==> config.mk <==
export PLATFORM = sky130hd
export DESIGN_NAME = mmu_fault_recorder
export DESIGN_NICKNAME = d
export VERILOG_FILES = /design/src/rtl/mmu_fsr_pkg.sv /design/src/rtl/mmu_fsr_state_fsm.sv /design/src/rtl/mmu_fsr_fields.sv /design/src/rtl/mmu_fsr_ldreg.sv /design/src/rtl/mmu_fault_recorder.sv
export SDC_FILE = /design/constraint.sdc
export NUM_CORES = 1
export LEC_CHECK = 0
export BUFFER_PORTS_ARGS = -buffer_cell sky130_fd_sc_hd__buf_2
export CAP_MARGIN = 20
export CELL_PAD_IN_SITES_DETAIL_PLACEMENT = 1
export CELL_PAD_IN_SITES_GLOBAL_PLACEMENT = 1
export CORE_MARGIN = 2
export CORE_UTILIZATION = 42
export CTS_CLUSTER_SIZE = 12
export DETAILED_ROUTE_END_ITERATION = 10
export PLACE_DENSITY_LB_ADDON = 0.1
export SETUP_SLACK_MARGIN = 0.3
export SLEW_MARGIN = 10
export SYNTH_ARGS = -nofsm -noshare
export SYNTH_HDL_FRONTEND = slang
export SYNTH_HIERARCHICAL = 1
export SYNTH_SLANG_ARGS = --single-unit
==> constraint.sdc <==
create_clock -name clk -period 2.4 [get_ports clk]
set_clock_uncertainty 0.15 [all_clocks]
set_input_delay 0.6 -clock clk [delete_from_list [all_inputs] [get_ports clk]]
set_output_delay 0.6 -clock clk [all_outputs]
set_load 0.02 [all_outputs]
==> src/rtl/mmu_fsr_pkg.sv <==
package mmu_fsr_pkg;

    typedef enum logic [1:0] {
        ST_CLEAR = 2'd0,
        ST_VALID = 2'd1,
        ST_OVER  = 2'd2
    } fsr_state_e;

    typedef enum logic [1:0] {
        SEL_STATUS = 2'd0,
        SEL_TAG    = 2'd1,
        SEL_ADDR   = 2'd2,
        SEL_NONE   = 2'd3
    } reg_sel_e;

    localparam logic [1:0] CTX_PRIMARY   = 2'd0;
    localparam logic [1:0] CTX_SECONDARY = 2'd1;
    localparam logic [1:0] CTX_NUCLEUS   = 2'd2;

    localparam int WR_BIT   = 2;
    localparam int CTX_LSB  = 4;
    localparam int SIDE_BIT = 6;
    localparam int CODE_LSB = 7;
    localparam int ASI_LSB  = 16;

endpackage

==> src/rtl/mmu_fsr_state_fsm.sv <==
module mmu_fsr_state_fsm
    import mmu_fsr_pkg::*;
(
    input  logic       clk,
    input  logic       rst_n,
    input  logic       fault_stb,
    input  logic       sw_ld,
    input  logic [1:0] sw_low,
    output logic [1:0] low_bits
);

    fsr_state_e state_q;
    fsr_state_e state_d;

    always_comb begin
        state_d = state_q;
        if (fault_stb) begin
            unique case (state_q)
                ST_CLEAR: state_d = ST_VALID;
                ST_VALID: state_d = ST_OVER;
                ST_OVER:  state_d = ST_OVER;
                default:  state_d = ST_CLEAR;
            endcase
        end else if (sw_ld) begin
            unique case (sw_low)
                2'b01:   state_d = ST_VALID;
                2'b11:   state_d = ST_OVER;
                default: state_d = ST_CLEAR;
            endcase
        end
    end

    always_ff @(posedge clk) begin
        if (!rst_n) state_q <= ST_CLEAR;
        else        state_q <= state_d;
    end

    always_comb begin
        unique case (state_q)
            ST_VALID: low_bits = 2'b01;
            ST_OVER:  low_bits = 2'b11;
            default:  low_bits = 2'b00;
        endcase
    end

endmodule

==> src/rtl/mmu_fsr_fields.sv <==
module mmu_fsr_fields
    import mmu_fsr_pkg::*;
#(
    parameter int FT_W  = 7,
    parameter int ASI_W = 8,
    localparam int SR_W = ASI_LSB + ASI_W
) (
    input  logic             clk,
    input  logic             rst_n,
    input  logic             fault_stb,
    input  logic             flt_write,
    input  logic [1:0]       flt_ctx,
    input  logic             flt_side_eff,
    input  logic [FT_W-1:0]  flt_code,
    input  logic [ASI_W-1:0] flt_asi,
    input  logic             sw_ld,
    input  logic [SR_W-1:0]  sw_data,
    output logic [SR_W-1:0]  fields_q
);

    logic [SR_W-1:0] fault_word;
    logic [SR_W-1:0] sw_word;

    always_comb begin
        fault_word                   = '0;
        fault_word[WR_BIT]           = flt_write;
        fault_word[CTX_LSB +: 2]     = flt_ctx;
        fault_word[SIDE_BIT]         = flt_side_eff;
        fault_word[CODE_LSB +: FT_W] = flt_code;
        fault_word[ASI_LSB +: ASI_W] = flt_asi;
    end

    always_comb begin
        sw_word                   = '0;
        sw_word[WR_BIT]           = sw_data[WR_BIT];
        sw_word[CTX_LSB +: 2]     = sw_data[CTX_LSB +: 2];
        sw_word[SIDE_BIT]         = sw_data[SIDE_BIT];
        sw_word[CODE_LSB +: FT_W] = sw_data[CODE_LSB +: FT_W];
        sw_word[ASI_LSB +: ASI_W] = sw_data[ASI_LSB +: ASI_W];
    end

    always_ff @(posedge clk) begin
        if (!rst_n)         fields_q <= '0;
        else if (fault_stb) fields_q <= fault_word;
        else if (sw_ld)     fields_q <= sw_word;
    end

endmodule

==> src/rtl/mmu_fsr_ldreg.sv <==
module mmu_fsr_ldreg #(
    parameter int W = 64
) (
    input  logic         clk,
    input  logic         rst_n,
    input  logic         hw_ld,
    input  logic [W-1:0] hw_val,
    input  logic         sw_ld,
    input  logic [W-1:0] sw_val,
    output logic [W-1:0] q
);

    always_ff @(posedge clk) begin
        if (!rst_n)     q <= '0;
        else if (hw_ld) q <= hw_val;
        else if (sw_ld) q <= sw_val;
    end

endmodule

==> src/rtl/mmu_fault_recorder.sv <==
module mmu_fault_recorder
    import mmu_fsr_pkg::*;
#(
    parameter int VA_W     = 64,
    parameter int PG_SHIFT = 13,
    parameter int CTX_W    = 13,
    parameter int FT_W     = 7,
    parameter int ASI_W    = 8,
    parameter bit HAS_FAR  = 1'b1
) (
    input  logic             clk,
    input  logic             rst_n,
    input  logic             fault_stb,
    input  logic             flt_write,
    input  logic [1:0]       flt_ctx,
    input  logic             flt_side_eff,
    input  logic [FT_W-1:0]  flt_code,
    input  logic [ASI_W-1:0] flt_asi,
    input  logic [VA_W-1:0]  flt_va,
    input  logic             miss_stb,
    input  logic [CTX_W-1:0] miss_ctx,
    input  logic             sw_wr_en,
    input  logic [1:0]       sw_wr_sel,
    input  logic [VA_W-1:0]  sw_wr_data,
    input  logic [1:0]       rd_sel,
    output logic [VA_W-1:0]  rd_data
);

    localparam int SR_W = ASI_LSB + ASI_W;

    logic            sw_status_ld;
    logic            sw_tag_ld;
    logic            sw_addr_ld;
    logic [1:0]      low_bits;
    logic [SR_W-1:0] fields_q;
    logic [SR_W-1:0] status_word;
    logic [VA_W-1:0] tag_hw;
    logic [VA_W-1:0] tag_q;
    logic [VA_W-1:0] far_q;

    assign sw_status_ld = sw_wr_en && (sw_wr_sel == SEL_STATUS);
    assign sw_tag_ld    = sw_wr_en && (sw_wr_sel == SEL_TAG);
    assign sw_addr_ld   = sw_wr_en && (sw_wr_sel == SEL_ADDR);

    mmu_fsr_state_fsm u_fsm (
        .clk      (clk),
        .rst_n    (rst_n),
        .fault_stb(fault_stb),
        .sw_ld    (sw_status_ld),
        .sw_low   (sw_wr_data[1:0]),
        .low_bits (low_bits)
    );

    mmu_fsr_fields #(.FT_W(FT_W), .ASI_W(ASI_W)) u_fields (
        .clk         (clk),
        .rst_n       (rst_n),
        .fault_stb   (fault_stb),
        .flt_write   (flt_write),
        .flt_ctx     (flt_ctx),
        .flt_side_eff(flt_side_eff),
        .flt_code    (flt_code),
        .flt_asi     (flt_asi),
        .sw_ld       (sw_status_ld),
        .sw_data     (sw_wr_data[SR_W-1:0]),
        .fields_q    (fields_q)
    );

    assign status_word = {fields_q[SR_W-1:2], low_bits};

    assign tag_hw = {flt_va[VA_W-1:PG_SHIFT], PG_SHIFT'(miss_ctx)};

    mmu_fsr_ldreg #(.W(VA_W)) u_tag (
        .clk   (clk),
        .rst_n (rst_n),
        .hw_ld (miss_stb),
        .hw_val(tag_hw),
        .sw_ld (sw_tag_ld),
        .sw_val(sw_wr_data),
        .q     (tag_q)
    );

    generate
        if (HAS_FAR) begin : g_far
            mmu_fsr_ldreg #(.W(VA_W)) u_far (
                .clk   (clk),
                .rst_n (rst_n),
                .hw_ld (fault_stb),
                .hw_val(flt_va),
                .sw_ld (sw_addr_ld),
                .sw_val(sw_wr_data),
                .q     (far_q)
            );
        end else begin : g_no_far
            assign far_q = '0;
        end
    endgenerate

    always_comb begin
        unique case (reg_sel_e'(rd_sel))
            SEL_STATUS: rd_data = VA_W'(status_word);
            SEL_TAG:    rd_data = tag_q;
            SEL_ADDR:   rd_data = far_q;
            default:    rd_data = '0;
        endcase
    end

endmodule

==> results.json, run 1 <==
{
  "area_growth_pct": 34.3,
  "clkSinkCount": 149,
  "unrepaired_setup_endpoints_after_global_routing": "yes",
  "worst_setup_path_start_kind": "input port",
  "detail_route.first_pass.iterations": 4,
  "worst_slack_ns": 0.104,
  "global_route.overflow_total": 0,
  "crit_fanout": 9,
  "stdcell_area_um2": 12300,
  "worst_ep_arrival_time_ns": 1.55,
  "final_report_hold_violation_count": 0,
  "static-leakage-power_nw": 6.41,
  "count_of_buffers_inserted_at_the_top_level_ports": 232,
  "final_routed_wire_length_divided_by_cell_count_um": 22.7,
  "setup.worst_path.class": "input port to output port",
  "grt_pass1_wl_um": 43500,
  "drive_gt1_share_pct": 49.7,
  "io_pins": 233,
  "path_cells": "buf_8 -> nor2b_4 -> buf_12 -> buf_16 -> a22o_1 -> buf_4",
  "groute.layer.met2.usage_pct": 41.7,
  "cts-buffers-inserted": 17,
  "min_path_type": "input port to register",
  "design.final.nets": 1160,
  "total_number_of_vias": 7099,
  "floorplan.initialDensity_pct": 42.4,
  "required_time_at_the_endpoint_of_the_critical_path_ns": 1.65,
  "cp.buffers_inverters": 4,
  "dieHeight_um": 152,
  "worst_path_dominant_cell_family": "buffers and inverters",
  "power.clock.fraction_pct": 37.1,
  "power_per_cell_area_nw_per_um2": 580,
  "power.net_switching_mw": 2.02,
  "irDropWorstVdd_uv": 449,
  "grt_start_max_net_pins": 63,
  "synthesis.area_per_instance_um2": 11.8,
  "internal_power_mw": 5.12,
  "finalSetupViolations": 0,
  "post-route-drc-count": 0,
  "timing.final.max_slew_violations": 0,
  "sequentialPowerShare_pct": 39.2,
  "post_synth_inst_count": 780,
  "clk_pin_slew_worst_paths_ns": 0.06,
  "period_share_pct": 95.7,
  "timing.critical_path.slowest_cell_delay_ns": 0.23,
  "gp_congestion": 0.818,
  "global_route.peak_usage_layer": "met2",
  "die-area_um2": 23000,
  "gr_met1_demand_resource_pct": 30.8,
  "grt_antenna_before_repair": 9,
  "clockRootBuffer": "sky130_fd_sc_hd__clkbuf_16",
  "routed_wl_um": 29200,
  "coreArea_um2": 21600,
  "cts_hold_buf": 0,
  "dp_hpwl_um": 18500,
  "power_switching_share_pct": 28.2,
  "detail-route-antenna-nets": 0,
  "synth_warnings": 6,
  "clock_tree.buffer_depth": 2,
  "post_drt_via_cell_ratio": 5.51,
  "globalRouteTotalUtil_pct": 24.7,
  "timing.critical_path.slowest_stage_cell": "sky130_fd_sc_hd__a22o_1",
  "placement_rows": 54,
  "groute.layer.met3.usage_pct": 7.31,
  "placement.setup.worst_slack_ns": 0.00931,
  "layout_min_cycle_time_ns": 2.30,
  "floorplan.die.width_um": 152,
  "fin_tns_setup_ns": 0,
  "fmax_mhz": 435,
  "htreeDepth": 4,
  "max_cap_violations": 0,
  "tritoncts": "built",
  "outcome": "finished, final reports clean",
  "drt-initial-drc-count": 324,
  "crit_path_end_kind": "output port",
  "synth.cell_area_um2": 9170,
  "placed_cell_area_um2": 10700,
  "clock_latency_ns": 0.42,
  "first_global_vias": 7747,
  "pwr-share-comb_pct": 23.7
}
[power groups by stage]
stage | sequential (mW) | clock, mW | combinational [mW]
after global placement | 2.81 | 0 | 1.38
after floorplan | 2.79 | 0 | 1.02
final | 2.80 | 2.65 | 1.69
after global routing | 2.81 | 2.82 | 1.80
after detailed placement | 2.83 | 0 | 1.44
after CTS | 2.78 | 2.72 | 1.61
[stage by stage]
step / utilization [%] / instances / hold WS [ns] / total power [mW]
floorplan: - / 782 / 0.414 / 3.81
global placement: 49.3 / 1237 / 0.424 / 4.19
detailed placement: 49.3 / 1237 / 0.433 / 4.27
CTS: 55.1 / 1279 / 0.313 / 7.11
global route: 56.9 / 1285 / 0.326 / 7.44
finish: 56.9 / 1289 / 0.331 / 7.14
[registers in the layout (all words and copies together) (netlist names)]
signal             flops
g_far.u_far/q         64
u_fields/fields_q     19
u_fsm/state_q          2
u_tag/q               64
[path summary, 6_finish.rpt]
check / end / cells after the start / start / slack, ns
worst max-delay path: rd_data[55] / 6 / rd_sel[0] / 0.10
worst max register to register: u_fsm/state_q[1] / 4 / u_fsm/state_q[1] / 1.23
worst min register to register: u_fsm/state_q[0] / 2 / u_fsm/state_q[0] / 0.45
worst min-delay path: u_fields/fields_q[8] / 3 / flt_code[1] / 0.33
[cell usage in the layout (no fill, tap or decap), types with 2 or more instances in the layout]
master,count
sky130_fd_sc_hd__mux2i_2,5
sky130_fd_sc_hd__dfxtp_2,2
sky130_fd_sc_hd__buf_16,7
sky130_fd_sc_hd__buf_2,166
sky130_fd_sc_hd__mux2_2,17
sky130_fd_sc_hd__clkbuf_8,2
sky130_fd_sc_hd__and2b_1,2
sky130_fd_sc_hd__buf_8,2
sky130_fd_sc_hd__dfxtp_1,147
sky130_fd_sc_hd__o2bb2ai_4,15
sky130_fd_sc_hd__a22o_1,38
sky130_fd_sc_hd__diode_2,7
sky130_fd_sc_hd__a22o_4,2
sky130_fd_sc_hd__o311a_1,2
sky130_fd_sc_hd__inv_6,5
sky130_fd_sc_hd__o2bb2ai_2,8
sky130_fd_sc_hd__inv_2,2
sky130_fd_sc_hd__buf_6,53
sky130_fd_sc_hd__buf_4,19
sky130_fd_sc_hd__mux2_4,130
sky130_fd_sc_hd__clkbuf_16,19
sky130_fd_sc_hd__and3b_4,2
sky130_fd_sc_hd__mux2i_1,11
sky130_fd_sc_hd__nand2b_1,77
sky130_fd_sc_hd__conb_1,3
sky130_fd_sc_hd__or2b_1,72
sky130_fd_sc_hd__nor2b_4,2
sky130_fd_sc_hd__buf_12,23
sky130_fd_sc_hd__o211a_1,147
sky130_fd_sc_hd__mux2i_4,8
sky130_fd_sc_hd__clkinvlp_4,6
[layer usage]
metal / wire length, um / part of all wire, %
met2: 14500 / 49
met3: 1730 / 5.9
met5: 55 / 0.19
met1: 12700 / 43
met4: 261 / 0.89
[worst register-to-register path, delay by kind of cell (launching register included)]
kind	cells	cell delay, ns
AOI/OAI and AO/OA	1	0.12
adders and majority gates	1	0.24
buffers and inverters	1	0.05
DFF	1	0.34
and+or+nand+nor	1	0.15
[layout make-up]
type / count / area [um^2]
fillers: 2223 / 9310
multi-input cells: 547 / 6070
flip-flops and latches: 149 / 2990
repair buffers: 272 / 2300
clock buffers: 20 / 457
well taps: 280 / 350
clock inverters: 12 / 119
diodes: 7 / 17.5
inverters: 2 / 7.51
[repair_timing]
action,4_1_cts,5_1_grt
gates cloned,6,2
resized for setup,125,57
buffers inserted,4,1
pin swaps,20,12
setup endpoints to repair,64,64
(Power assumes the default switching activity.)
==> inputs of run 2 (changes only) <==
Settings changed: BUFFER_PORTS_ARGS -buffer_cell sky130_fd_sc_hd__buf_2 to -buffer_cell sky130_fd_sc_hd__clkbuf_2.
==> run 2 against run 1 <==
Global-route usage is 0.22 points lower. Count of clock-buffer cells in the layout down 1. Routed wire length down 0.69%. Critical path type unchanged.
==> results.json, run 2 (synthesis results as in run 1) <==
{
  "total_number_of_vias": 7075,
  "final_routed_wire_length_divided_by_cell_count_um": 22.7,
  "crit_path_end_kind": "output port",
  "tritoncts": "built",
  "unrepaired_setup_endpoints_after_global_routing": "yes",
  "dieHeight_um": 152,
  "clock_latency_ns": 0.43,
  "irDropWorstVdd_uv": 476,
  "most_common_cell_after_layout_fill_and_taps_aside": "sky130_fd_sc_hd__clkbuf_2",
  "crit_fanout": 7,
  "detail_route.first_pass.iterations": 4,
  "routed_wl_um": 29000,
  "clk_pin_slew_worst_paths_ns": 0.07,
  "multi_input_comb_area_um2": 5760,
  "clock_tree.buffer_depth": 2,
  "area_growth_pct": 31.0,
  "global_route.overflow_total": 0,
  "clkSinkCount": 149,
  "detailroute.wirelength.met2_um": 14500,
  "regArea_um2": 2990,
  "power_per_cell_area_nw_per_um2": 586,
  "die-area_um2": 23000,
  "drt-initial-drc-count": 272,
  "rr_worst_depth": 4,
  "gp_congestion": 0.788,
  "design.final.nets": 1157,
  "cts-buffers-inserted": 17,
  "worst_setup_path_start_kind": "input port",
  "worst_ep_arrival_time_ns": 1.56,
  "antenna-diode-count": 0,
  "layout_min_cycle_time_ns": 2.31,
  "timing.final.max_slew_violations": 0,
  "first_global_vias": 7637,
  "cts_hold_buf": 0,
  "globalRouteTotalUtil_pct": 24.4,
  "coreArea_um2": 21600,
  "reg.largest.list": "g_far.u_far/q x64, u_tag/q x64, u_fields/fields_q x19",
  "count_of_buffers_inserted_at_the_top_level_ports": 232,
  "finalSetupViolations": 0,
  "period_share_pct": 96.1,
  "floorplan.die.width_um": 152,
  "fmax_mhz": 433,
  "timing.hold.worst_path_depth": 3,
  "grt_start_max_net_pins": 77,
  "required_time_at_the_endpoint_of_the_critical_path_ns": 1.65,
  "htreeDepth": 4,
  "io_pins": 233,
  "wl_met3_um": 1590,
  "detail-route-antenna-nets": 0,
  "post-route-drc-count": 0,
  "post_drt_via_cell_ratio": 5.53,
  "max_cap_violations": 0,
  "drive_gt1_share_pct": 48.2,
  "wirelength_met1_um": 12400,
  "final_core_utilization_pct": 55.5,
  "dp_hpwl_um": 18400,
  "final_report_hold_violation_count": 0,
  "floorplan.initialDensity_pct": 42.4,
  "static-leakage-power_nw": 6.42,
  "clockRootBuffer": "sky130_fd_sc_hd__clkbuf_16",
  "grt_antenna_before_repair": 1,
  "grt_pass1_wl_um": 42900,
  "outcome": "finished, final reports clean",
  "layout_common_cells": "sky130_fd_sc_hd__clkbuf_2, sky130_fd_sc_hd__o211a_1, sky130_fd_sc_hd__dfxtp_1",
  "fin_tns_setup_ns": 0,
  "placement_rows": 54,
  "min_path_type": "input port to register",
  "nFillCells": 2277,
  "top_layer_used": "met5",
  "setup.worst_path.class": "input port to output port"
}
-- run 2: cell types whose count changed in the layout (fill, tap and decap cells not counted), moves of 13 or more --
cell / delta
sky130_fd_sc_hd__buf_2: -166
sky130_fd_sc_hd__clkbuf_2: +163
sky130_fd_sc_hd__buf_6: -23
sky130_fd_sc_hd__clkbuf_8: +28
sky130_fd_sc_hd__o2bb2ai_2: +13
sky130_fd_sc_hd__o2bb2ai_4: -15
-- run 2: area by class of cell --
| class | count | area share, % |
|---|---|---|
| clock buffers | 19 | 3.69 |
| clock inverters | 13 | 1.04 |
| inverters | 2 | 0.0625 |
| multi-input cells | 547 | 48.0 |
| flip-flops and latches | 149 | 24.9 |
| well taps | 280 | 2.92 |
| repair buffers | 269 | 19.5 |
-- run 2: metrics by stage --
step | hold WS (ns) | instance area [um^2] | std cells | worst slack (ns) | total power, mW
floorplan | 0.414 | 9300 | 782 | 0.295 | 3.81
global placement | 0.426 | 10600 | 1234 | 0.0450 | 4.18
detailed placement | 0.445 | 10600 | 1234 | 0.0543 | 4.26
CTS | 0.320 | 11700 | 1274 | 0.0868 | 7.02
global route | 0.330 | 12000 | 1279 | 0.0480 | 7.33
finish | 0.336 | 12000 | 1279 | 0.0932 | 7.03
-- run 2: repair_timing --
item	CTS	global route
cloned	5	5
setup buffers	3	0
gates resized for setup	100	84
pin swaps	4	7
endpoints found under the setup margin	64	64
hold endpoints to repair	0	0
-- run 2: where the power goes --
part	switching [mW]	internal, mW
Clock	1.16	1.47
Combinational	0.702	0.928
Sequential	0.116	2.66
-- run 2: per-layer routing --
metal | track usage (%) | up-vias
met5 | 0 | -
met4 | 8.24 | 2
met3 | 5.93 | 28
met2 | 42.2 | 183
met1 | 29.8 | 3550
li1 | - | 3312
-- run 2: worst paths after layout --
path	start	slack [ns]	end
max	rd_sel[0]	0.09	rd_data[54]
min	miss_ctx[6]	0.34	u_tag/q[6]
max reg2reg	u_fsm/state_q[0]	1.23	u_fsm/state_q[1]
min reg2reg	u_fields/fields_q[22]	0.46	u_fields/fields_q[22]
-- run 2: critical path, cell delays in order --
cell                       delay (ns)
sky130_fd_sc_hd__buf_8           0.08
sky130_fd_sc_hd__nor2b_4         0.20
sky130_fd_sc_hd__buf_6           0.17
sky130_fd_sc_hd__buf_12          0.14
sky130_fd_sc_hd__a22o_1          0.18
sky130_fd_sc_hd__clkbuf_8        0.16
==> inputs of run 3 (changes only) <==
Settings changed: PLACE_DENSITY from default to 0.88, PLACE_DENSITY_LB_ADDON 0.1 to default.
==> run 3 against run 2 <==
The run now ends with design-rule violations left. Design area grew 1.9%. Total power is 4.2% higher. Routed wire length grew 5.9%. Combinational power increased by 3%. Setup slack got worse by 0.079 ns. Sequential share of layout area decreased by 0.45 points. Via count grew 1.9%. Count of clock-buffer cells in the layout increased by 2. Global-route usage is 0.26 points lower. Flip-flop and latch count did not move. Non-clock buffer count up 7.
==> results.json, run 3 (synthesis results as in run 1) <==
{
  "tritoncts": "built",
  "rr_startpoint": "u_fsm/state_q[1]",
  "clockRootBuffer": "sky130_fd_sc_hd__clkbuf_16",
  "most_common_cell_after_layout_fill_and_taps_aside": "sky130_fd_sc_hd__clkbuf_2",
  "final_routed_wire_length_divided_by_cell_count_um": 23.9,
  "worst_hold_path.endpoint": "u_tag/q[8]",
  "clk_pin_slew_worst_paths_ns": 0.06,
  "die-area_um2": 23000,
  "worst_setup_path_start_kind": "input port",
  "floorplan.die.width_um": 152,
  "setup.worst_path.class": "input port to output port",
  "timing.critical_path.slowest_stage_cell": "sky130_fd_sc_hd__nor2b_4",
  "io_pins": 233,
  "timing.final.max_slew_violations": 0,
  "finalSetupViolations": 0,
  "power_mw": 7.33,
  "clock_latency_ns": 0.42,
  "clock_tree.buffer_depth": 2,
  "unrepaired_setup_endpoints_after_global_routing": "yes",
  "required_time_at_the_endpoint_of_the_critical_path_ns": 1.65,
  "cts-buffers-inserted": 17,
  "crit_fanout": 5,
  "nFillCells": 2242,
  "crit-reg2reg-capture": "u_fsm/state_q[1]",
  "outcome": "finished, violations left",
  "detail-route-antenna-nets": 0,
  "antenna-diode-count": 0,
  "global_route.overflow_total": 0,
  "total_number_of_vias": 7208,
  "violations": "design-rule violations",
  "dieHeight_um": 152,
  "period_share_pct": 99.4,
  "timing.hold.worst_path_depth": 3,
  "count_of_buffers_inserted_at_the_top_level_ports": 232,
  "first_global_vias": 7872,
  "worst_ep_arrival_time_ns": 1.64,
  "detail_route.first_pass.iterations": 8,
  "worst_slack_ns": 0.0141,
  "routed_wl_um": 30700,
  "post_drt_via_cell_ratio": 5.60,
  "placed_cells": 1235,
  "path_cells": "clkbuf_16 -> nor2b_4 -> buf_6 -> buf_12 -> buf_16 -> a22o_1 -> buf_4",
  "drive_gt1_share_pct": 49.2,
  "placement.setup.worst_slack_ns": 0.0410,
  "static-leakage-power_nw": 6.48,
  "power_per_cell_area_nw_per_um2": 599,
  "design.final.nets": 1164,
  "drt-initial-drc-count": 346,
  "irDropWorstVdd_uv": 374,
  "stdcell_count": 1286,
  "crit_path_end_kind": "output port",
  "layout_min_cycle_time_ns": 2.39,
  "cts_hold_buf": 0,
  "clkSinkCount": 149,
  "gp_congestion": 0.785,
  "grt_antenna_before_repair": 0,
  "min_path_type": "input port to register",
  "placement_rows": 54,
  "coreArea_um2": 21600,
  "final_report_hold_violation_count": 0,
  "fmax_mhz": 419,
  "fin_tns_setup_ns": 0,
  "floorplan.initialDensity_pct": 42.4,
  "max_cap_violations": 0,
  "grt_start_max_net_pins": 77,
  "grt_pass1_wl_um": 42900,
  "hold_start": "miss_ctx[8]",
  "timing.critical_path.slowest_cell_delay_ns": 0.17,
  "setup.reg_to_reg.worst_slack_ns": 1.20,
  "rr_worst_depth": 4,
  "dp_hpwl_um": 18800,
  "layout_common_cells": "sky130_fd_sc_hd__clkbuf_2, sky130_fd_sc_hd__o211a_1, sky130_fd_sc_hd__dfxtp_1",
  "post-route-drc-count": 1,
  "area_growth_pct": 33.4,
  "globalRouteTotalUtil_pct": 24.2,
  "reg.largest.list": "g_far.u_far/q x64, u_tag/q x64, u_fields/fields_q x19",
  "htreeDepth": 4
}
run 3: cell types whose count changed in the layout (fill, tap and decap cells not counted), moves of 7 or more:
| cell | before | now |
|---|---|---|
| sky130_fd_sc_hd__clkbuf_8 | 30 | 8 |
| sky130_fd_sc_hd__clkbuf_4 | 0 | 10 |
| sky130_fd_sc_hd__buf_6 | 30 | 38 |
| sky130_fd_sc_hd__o2bb2ai_4 | 0 | 8 |
| sky130_fd_sc_hd__buf_4 | 15 | 22 |
| sky130_fd_sc_hd__mux2i_1 | 22 | 15 |
| sky130_fd_sc_hd__o2bb2ai_2 | 21 | 14 |
run 3: cell type report:
cell class / count / area, um^2 / share of cell area [%]
clock inverter: 11 / 149 / 1.22
clock buffer: 21 / 470 / 3.85
timing repair buffer: 276 / 2350 / 19.2
multi-input combinational: 547 / 5920 / 48.4
tap: 280 / 350 / 2.86
sequential: 149 / 2990 / 24.4
inverter: 2 / 7.51 / 0.0614
run 3: routing by layer:
metal  wire length (um)  track usage [%]  up-vias  part of all wire (%)
met5                  0                0        -                     0
met4               1040             9.58        0                   3.4
met3               1450             4.94       66                   4.7
met2              16100             44.6      219                    52
met1              12200             27.1     3594                    40
li1                   -                -     3329                     -
run 3: timing repair:
item	CTS	global route
pin swaps	3	29
setup buffers	5	1
resized for setup	69	134
cloned	5	8
setup endpoints to repair	64	64
hold endpoints to repair	0	0
run 3: worst max path at each step:
stage | slack [ns] | to | startpoint
finish | 0.01 | rd_data[46] | rd_sel[1]
global route | -0.01 | rd_data[46] | rd_sel[1]
CTS | 0.06 | rd_data[57] | rd_sel[0]
detailed placement | 0.04 | rd_data[18] | rd_sel[1]
global placement | 0.12 | rd_data[59] | rd_sel[0]
floorplan | 0.29 | rd_data[24] | rd_sel[1]
run 3: power by group:
group | internal [mW] | total [mW] | switching (mW)
sequential | 2.66 | 2.80 | 0.135
combinational | 0.948 | 1.68 | 0.734
clock | 1.72 | 2.85 | 1.13
total | 5.33 | 7.33 | 1.99
run 3: critical path: cells and delay by family:
family / cells / cell delay, ns
buffers and inverters: 5 / 0.69
AND/OR/NAND/NOR: 1 / 0.17
AO/OA/AOI/OAI: 1 / 0.16
run 3: stage by stage:
step	instance area (um^2)	hold WS, ns	utilization (%)
4_1_cts	11800	0.323	54.4
5_1_grt	12200	0.339	56.6
3_3_place_gp	10600	0.427	49.2
3_5_place_dp	10600	0.444	49.2
2_1_floorplan	9300	0.414	-
6_report	12200	0.345	56.6
